--- src/rtl/sercfg_pkg.sv ---
package sercfg_pkg;

  localparam logic [7:0] OFS_CTRL  = 8'h00;
  localparam logic [7:0] OFS_MODE  = 8'h04;
  localparam logic [7:0] OFS_IEN   = 8'h08;
  localparam logic [7:0] OFS_IDIS  = 8'h0C;
  localparam logic [7:0] OFS_IMASK = 8'h10;
  localparam logic [7:0] OFS_STAT  = 8'h14;
  localparam logic [7:0] OFS_RXD   = 8'h18;
  localparam logic [7:0] OFS_TXD   = 8'h1C;
  localparam logic [7:0] OFS_DIV   = 8'h20;
  localparam logic [7:0] OFS_CMP   = 8'h24;
  localparam logic [7:0] OFS_PROT  = 8'hE4;

  localparam logic [31:0] MSK_CTRL = 32'h0000_11FC;
  localparam logic [31:0] MSK_MODE = 32'h0000_DE10;
  localparam logic [31:0] MSK_IRQ  = 32'h0000_82E3;
  localparam logic [31:0] MSK_CMP  = 32'h00FF_50FF;

  localparam logic [23:0] PROT_KEY = 24'h554152;

  typedef struct packed {
    logic ctrl;
    logic mode;
    logic ien;
    logic idis;
    logic imask;
    logic stat;
    logic rxd;
    logic txd;
    logic div;
    logic cmp;
    logic prot;
  } sel_t;

endpackage

--- src/rtl/sercfg_decode.sv ---
module sercfg_decode
  import sercfg_pkg::*;
#(
  parameter int unsigned ADDR_W = 8
) (
  input  logic [ADDR_W-1:0] addr,
  output sel_t              sel
);

  always_comb begin
    sel       = '0;
    sel.ctrl  = (addr == ADDR_W'(OFS_CTRL));
    sel.mode  = (addr == ADDR_W'(OFS_MODE));
    sel.ien   = (addr == ADDR_W'(OFS_IEN));
    sel.idis  = (addr == ADDR_W'(OFS_IDIS));
    sel.imask = (addr == ADDR_W'(OFS_IMASK));
    sel.stat  = (addr == ADDR_W'(OFS_STAT));
    sel.rxd   = (addr == ADDR_W'(OFS_RXD));
    sel.txd   = (addr == ADDR_W'(OFS_TXD));
    sel.div   = (addr == ADDR_W'(OFS_DIV));
    sel.cmp   = (addr == ADDR_W'(OFS_CMP));
    sel.prot  = (addr == ADDR_W'(OFS_PROT));
  end

endmodule

--- src/rtl/sercfg_wprot.sv ---
module sercfg_wprot #(
  parameter int unsigned       KEY_W = 24,
  parameter logic [KEY_W-1:0]  KEY   = 24'h554152
) (
  input  logic        clk,
  input  logic        rst,
  input  logic        prot_we,
  input  logic [31:0] wdata,
  input  logic        cfg_try,
  output logic        cfg_ok,
  output logic        wp_en,
  output logic        wp_viol
);

  localparam int unsigned KEY_LSB = 32 - KEY_W;

  logic key_hit;

  assign key_hit = (wdata[31:KEY_LSB] == KEY);
  assign cfg_ok  = cfg_try & ~wp_en;

  always_ff @(posedge clk) begin
    if (rst) begin
      wp_en   <= 1'b0;
      wp_viol <= 1'b0;
    end else begin
      if (prot_we && key_hit) begin
        wp_en <= wdata[0];
      end
      if (cfg_try && wp_en) begin
        wp_viol <= 1'b1;
      end
    end
  end

endmodule

--- src/rtl/sercfg_irqmask.sv ---
module sercfg_irqmask #(
  parameter int unsigned  W    = 32,
  parameter logic [W-1:0] IMPL = 32'h0000_82E3
) (
  input  logic         clk,
  input  logic         rst,
  input  logic         set_we,
  input  logic         clr_we,
  input  logic [W-1:0] wdata,
  input  logic [W-1:0] status,
  output logic [W-1:0] mask,
  output logic         irq
);

  logic [W-1:0] set_bits;
  logic [W-1:0] clr_bits;
  logic [W-1:0] hit;

  assign set_bits = set_we ? (wdata & IMPL) : '0;
  assign clr_bits = clr_we ? wdata : '0;

  genvar gi;
  generate
    for (gi = 0; gi < W; gi++) begin : g_bit
      if (IMPL[gi]) begin : g_live
        always_ff @(posedge clk) begin
          if (rst) mask[gi] <= 1'b0;
          else     mask[gi] <= (mask[gi] | set_bits[gi]) & ~clr_bits[gi];
        end
        assign hit[gi] = status[gi] & mask[gi];
      end else begin : g_void
        assign mask[gi] = 1'b0;
        assign hit[gi]  = 1'b0;
      end
    end
  endgenerate

  always_ff @(posedge clk) begin
    if (rst) irq <= 1'b0;
    else     irq <= |hit;
  end

endmodule

--- src/rtl/sercfg_regs.sv ---
module sercfg_regs
  import sercfg_pkg::*;
#(
  parameter int unsigned ADDR_W = 8,
  parameter int unsigned DIV_W  = 16,
  parameter int unsigned CHAR_W = 8
) (
  input  logic              clk,
  input  logic              rst,
  input  logic              bus_wr,
  input  logic              bus_rd,
  input  logic [ADDR_W-1:0] bus_addr,
  input  logic [31:0]       bus_wdata,
  output logic [31:0]       bus_rdata,
  input  logic [31:0]       stat_flags,
  input  logic [CHAR_W-1:0] rx_char,
  output logic [12:0]       ctrl_pulse,
  output logic [15:0]       mode_cfg,
  output logic [DIV_W-1:0]  div_cfg,
  output logic [23:0]       cmp_cfg,
  output logic [CHAR_W-1:0] tx_char,
  output logic              tx_load,
  output logic              irq,
  output logic              wp_en,
  output logic              wp_viol
);

  localparam int unsigned CMD_W = 13;
  localparam int unsigned MODE_W = 16;
  localparam int unsigned CMP_W = 24;

  sel_t        sel;
  logic        cfg_try;
  logic        cfg_ok;
  logic [31:0] mask_q;
  logic [31:0] rd_mux;

  sercfg_decode #(.ADDR_W(ADDR_W)) u_dec (
    .addr (bus_addr),
    .sel  (sel)
  );

  assign cfg_try = bus_wr & (sel.mode | sel.div | sel.cmp);

  sercfg_wprot #(.KEY_W(24), .KEY(PROT_KEY)) u_wp (
    .clk     (clk),
    .rst     (rst),
    .prot_we (bus_wr & sel.prot),
    .wdata   (bus_wdata),
    .cfg_try (cfg_try),
    .cfg_ok  (cfg_ok),
    .wp_en   (wp_en),
    .wp_viol (wp_viol)
  );

  sercfg_irqmask #(.W(32), .IMPL(MSK_IRQ)) u_irq (
    .clk    (clk),
    .rst    (rst),
    .set_we (bus_wr & sel.ien),
    .clr_we (bus_wr & sel.idis),
    .wdata  (bus_wdata),
    .status (stat_flags),
    .mask   (mask_q),
    .irq    (irq)
  );

  // command strobes: live for one cycle after a control write
  always_ff @(posedge clk) begin
    if (rst) begin
      ctrl_pulse <= '0;
      tx_load    <= 1'b0;
    end else begin
      ctrl_pulse <= (bus_wr && sel.ctrl) ? CMD_W'(bus_wdata & MSK_CTRL) : '0;
      tx_load    <= bus_wr & sel.txd;
    end
  end

  always_ff @(posedge clk) begin
    if (rst) begin
      tx_char <= '0;
    end else if (bus_wr && sel.txd) begin
      tx_char <= bus_wdata[CHAR_W-1:0];
    end
  end

  // lockable configuration
  always_ff @(posedge clk) begin
    if (rst) begin
      mode_cfg <= '0;
      div_cfg  <= '0;
      cmp_cfg  <= '0;
    end else if (cfg_ok) begin
      if (sel.mode) mode_cfg <= MODE_W'(bus_wdata & MSK_MODE);
      if (sel.div)  div_cfg  <= bus_wdata[DIV_W-1:0];
      if (sel.cmp)  cmp_cfg  <= CMP_W'(bus_wdata & MSK_CMP);
    end
  end

  always_comb begin
    rd_mux = '0;
    unique case (1'b1)
      sel.mode:  rd_mux = 32'(mode_cfg);
      sel.imask: rd_mux = mask_q;
      sel.stat:  rd_mux = stat_flags & MSK_IRQ;
      sel.rxd:   rd_mux = 32'(rx_char);
      sel.div:   rd_mux = 32'(div_cfg);
      sel.cmp:   rd_mux = 32'(cmp_cfg);
      sel.prot:  rd_mux = {30'b0, wp_viol, wp_en};
      default:   rd_mux = '0;
    endcase
  end

  always_ff @(posedge clk) begin
    if (rst)         bus_rdata <= '0;
    else if (bus_rd) bus_rdata <= rd_mux;
    else             bus_rdata <= '0;
  end

endmodule

--- config.mk ---
export PLATFORM = sky130hd
export DESIGN_NAME = sercfg_regs
export DESIGN_NICKNAME = d
export VERILOG_FILES = /design/src/rtl/sercfg_pkg.sv /design/src/rtl/sercfg_decode.sv /design/src/rtl/sercfg_wprot.sv /design/src/rtl/sercfg_irqmask.sv /design/src/rtl/sercfg_regs.sv
export SDC_FILE = /design/constraint.sdc
export NUM_CORES = 1
export LEC_CHECK = 0
export CAP_MARGIN = 5
export CORE_UTILIZATION = 36
export DETAILED_ROUTE_END_ITERATION = 8
export MAX_ROUTING_LAYER = met4
export PLACE_DENSITY = 0.79
export SYNTH_ARGS = -nofsm -noshare
export SYNTH_HDL_FRONTEND = slang
export SYNTH_SLANG_ARGS = --single-unit
export TNS_END_PERCENT = 20
--- constraint.sdc ---
create_clock -name clk -period 3.42 [get_ports clk]
set_input_delay 0.342 -clock clk [delete_from_list [all_inputs] [get_ports clk]]
set_output_delay 0.342 -clock clk [all_outputs]
set_load 0.005 [all_outputs]
==> impl_metrics.ini <==
[place]
pre_cts_slack_ps = 384
dp_hpwl_um = 9010
port_buffers = 143
gp_congestion = 0.890

[setup_path]
r2r_cells = 4
crit_path_end_kind = register
worstPathArrival_ps = 2930
cp.required_ps = 3630
r2r_start = u_wp.wp_en
startpoint_type = input pin
cp-startpoint = bus_addr[4]
rrSetupSlack_ps = 1650
r2r_end = cmp_cfg[6]
crit_fanout = 10
endpoint = tx_char[3]
critPathKind = input pin to register

[synth]
async_flop_share_pct = 0
avgSynthCellArea_sq_um = 9.10
synth_cell_types = 42
synth_edf_count = 0
ys_seq_elements = 92
synthFlopType = dfxtp_1
seq_area_frac_synth_pct = 46.6
yosys_warnings = 0
syn_area_sq_um = 3950
syn_inst = 434

[routing]
avgViaCountPerCell = 5.19
final_antenna_net_count = 0
finalWirelength_um = 12100
drc = 0
vias = 3667
drt_iter0_drc = 297
post_drt_wl_per_cell_um = 17.2
drt_first_pass_iters = 5

[finish]
seqCellArea_sq_um = 1840
multiInputGateArea_sq_um = 1880
fin_nets = 649
diodes = 0
nFillCells = 972
final_cell_mix = clkdlybuf4s50_1, dfxtp_1, nand2_1, a21oi_1, conb_1
drive_gt1_share_pct = 6.84
mostFrequentLayoutCell = clkdlybuf4s50_1
area_growth_syn_to_layout_pct = 40.8

[clock_network]
hold_buffers = 0
cts_resized = 0
clk_latency_ps = 360
cts_made_buffers = 9
clockRootBuffer = clkbuf_8
cts.path.max_buffers = 2
cts_setup_buffers = 0
cts.htree.levels = 3
clock_sinks = 92
clk_pin_slew_ps = 100
tritoncts = yes

[sta]
relSlewSlack_pct = 48.6
setup_violations = 0
slew_viol_final = 0
worst_slack_ps = 706
fmax_mhz = 368
rsz0062_at_grt = false
holdWs_ps = 406
worst_pin_slew_ps = 770
skew_ps = 12.5
hold_viol = 0
period_share_pct = 79.4
fin_tns_setup_ps = 0
finalCriticalPeriod_ps = 2710

[power]
power.static_leakage_nw = 1.91
power.total_mw = 1.91
vdd_drop_max_v = 0.000184
power.density_nw_per_um2 = 343

[global_routing]
grt_max_degree = 63
grt_pass1_wl_um = 19100
grt-ovfl-total = 0
track_usage_pct = 22.2
first_global_vias = 3583
antenna_found_initial = 0

[run_status]
outcome = finished clean

[floorplanning]
die_y_um = 107
dieWidth_um = 107
dieArea_sq_um = 11400
design.portCount = 197
start_util_pct = 37.8
row_count = 37
core-area_sq_um = 10500

[flow_run]
drv_cap = 0

[min_path]
hp-class = input pin to register
hold_start = rst
-- area by class of cell --
cell class	count	share of cell area (%)
flip-flops and latches	92	33.1
inverters	1	0.0675
clock inverters	6	0.967
well taps	136	3.06
repair buffers	151	26.7
clock buffers	10	2.29
multi-input cells	310	33.8
-- cells by family (layout without fill, tap and decap cells) --
logic type,count (synthesis),in the layout,share of synthesized area [%]
simple gates,163,163,23.3
compound gates,103,103,17.2
flops,92,92,46.6
buf+inv,59,168,8.74
mux,16,16,4.05
other cells,1,28,0.0949
-- metrics by stage --
step | instances | cell area [sq um] | utilization [%]
floorplan | 461 | 4050 | -
global route | 706 | 5560 | 53.2
detailed placement | 690 | 5380 | 51.4
global placement | 690 | 5380 | 51.4
finish | 706 | 5560 | 53.2
CTS | 706 | 5560 | 53.2
-- routing by layer --
layer | global-route usage (%) | vias up | routed length [um]
met1 | 27.3 | 1732 | 5020
met4 | 9.59 | 0 | 357
met5 | - | - | 0
met2 | 35.3 | 169 | 5850
li1 | - | 1735 | -
met3 | 4.50 | 31 | 881
-- synth_stat cells, types with 3 or more instances --
cell type | number | area share (%)
dfxtp_1 | 92 | 47
nand2_1 | 74 | 7.0
a21oi_1 | 44 | 5.6
buf_4 | 28 | 5.3
and2_1 | 23 | 3.6
nor2_1 | 19 | 1.8
mux2i_1 | 16 | 4.1
a211oi_1 | 15 | 2.8
a22o_1 | 15 | 3.3
buf_2 | 14 | 1.8
clkbuf_1 | 14 | 1.3
a22oi_1 | 10 | 1.9
a221oi_1 | 7 | 1.6
and3_1 | 6 | 0.95
o21ai_0 | 6 | 0.76
nand4_1 | 5 | 0.79
nor2b_1 | 5 | 0.79
nor4b_1 | 5 | 1.1
nand2b_1 | 4 | 0.63
nand3_1 | 3 | 0.38
nor4b_4 | 3 | 1.8
nor4bb_1 | 3 | 0.76
-- worst min path at each step --
stage	to	slack, ps	cells past startpoint
floorplan	u_irq.mask[0]	440	1
global placement	div_cfg[13]	460	2
detailed placement	u_wp.wp_viol	470	2
CTS	bus_rdata[8]	390	3
global route	bus_rdata[8]	400	3
finish	bus_rdata[8]	410	3
-- where the power goes --
part | internal [mW] | switching [mW] | total [mW]
clock | 0.278 | 0.402 | 0.680
sequential | 1.07 | 0.000714 | 1.07
combinational | 0.0775 | 0.0794 | 0.157
-- registers in the layout, summed over array words and instances (netlist names) --
name and count:
u_irq.irq 1, mode_cfg 7, ctrl_pulse 8, u_irq.mask 7, div_cfg 16, bus_rdata 24
tx_char 8, u_wp.wp_viol 1, cmp_cfg 18, u_wp.wp_en 1, tx_load 1
-- worst max-delay path, stage by stage --
cell	delay, ps
clkdlybuf4s50_1	710
nor4b_2	690
nand4_1	740
mux2i_1	370
nor2_1	70
Note: power is estimated with default switching activity, not from simulation.
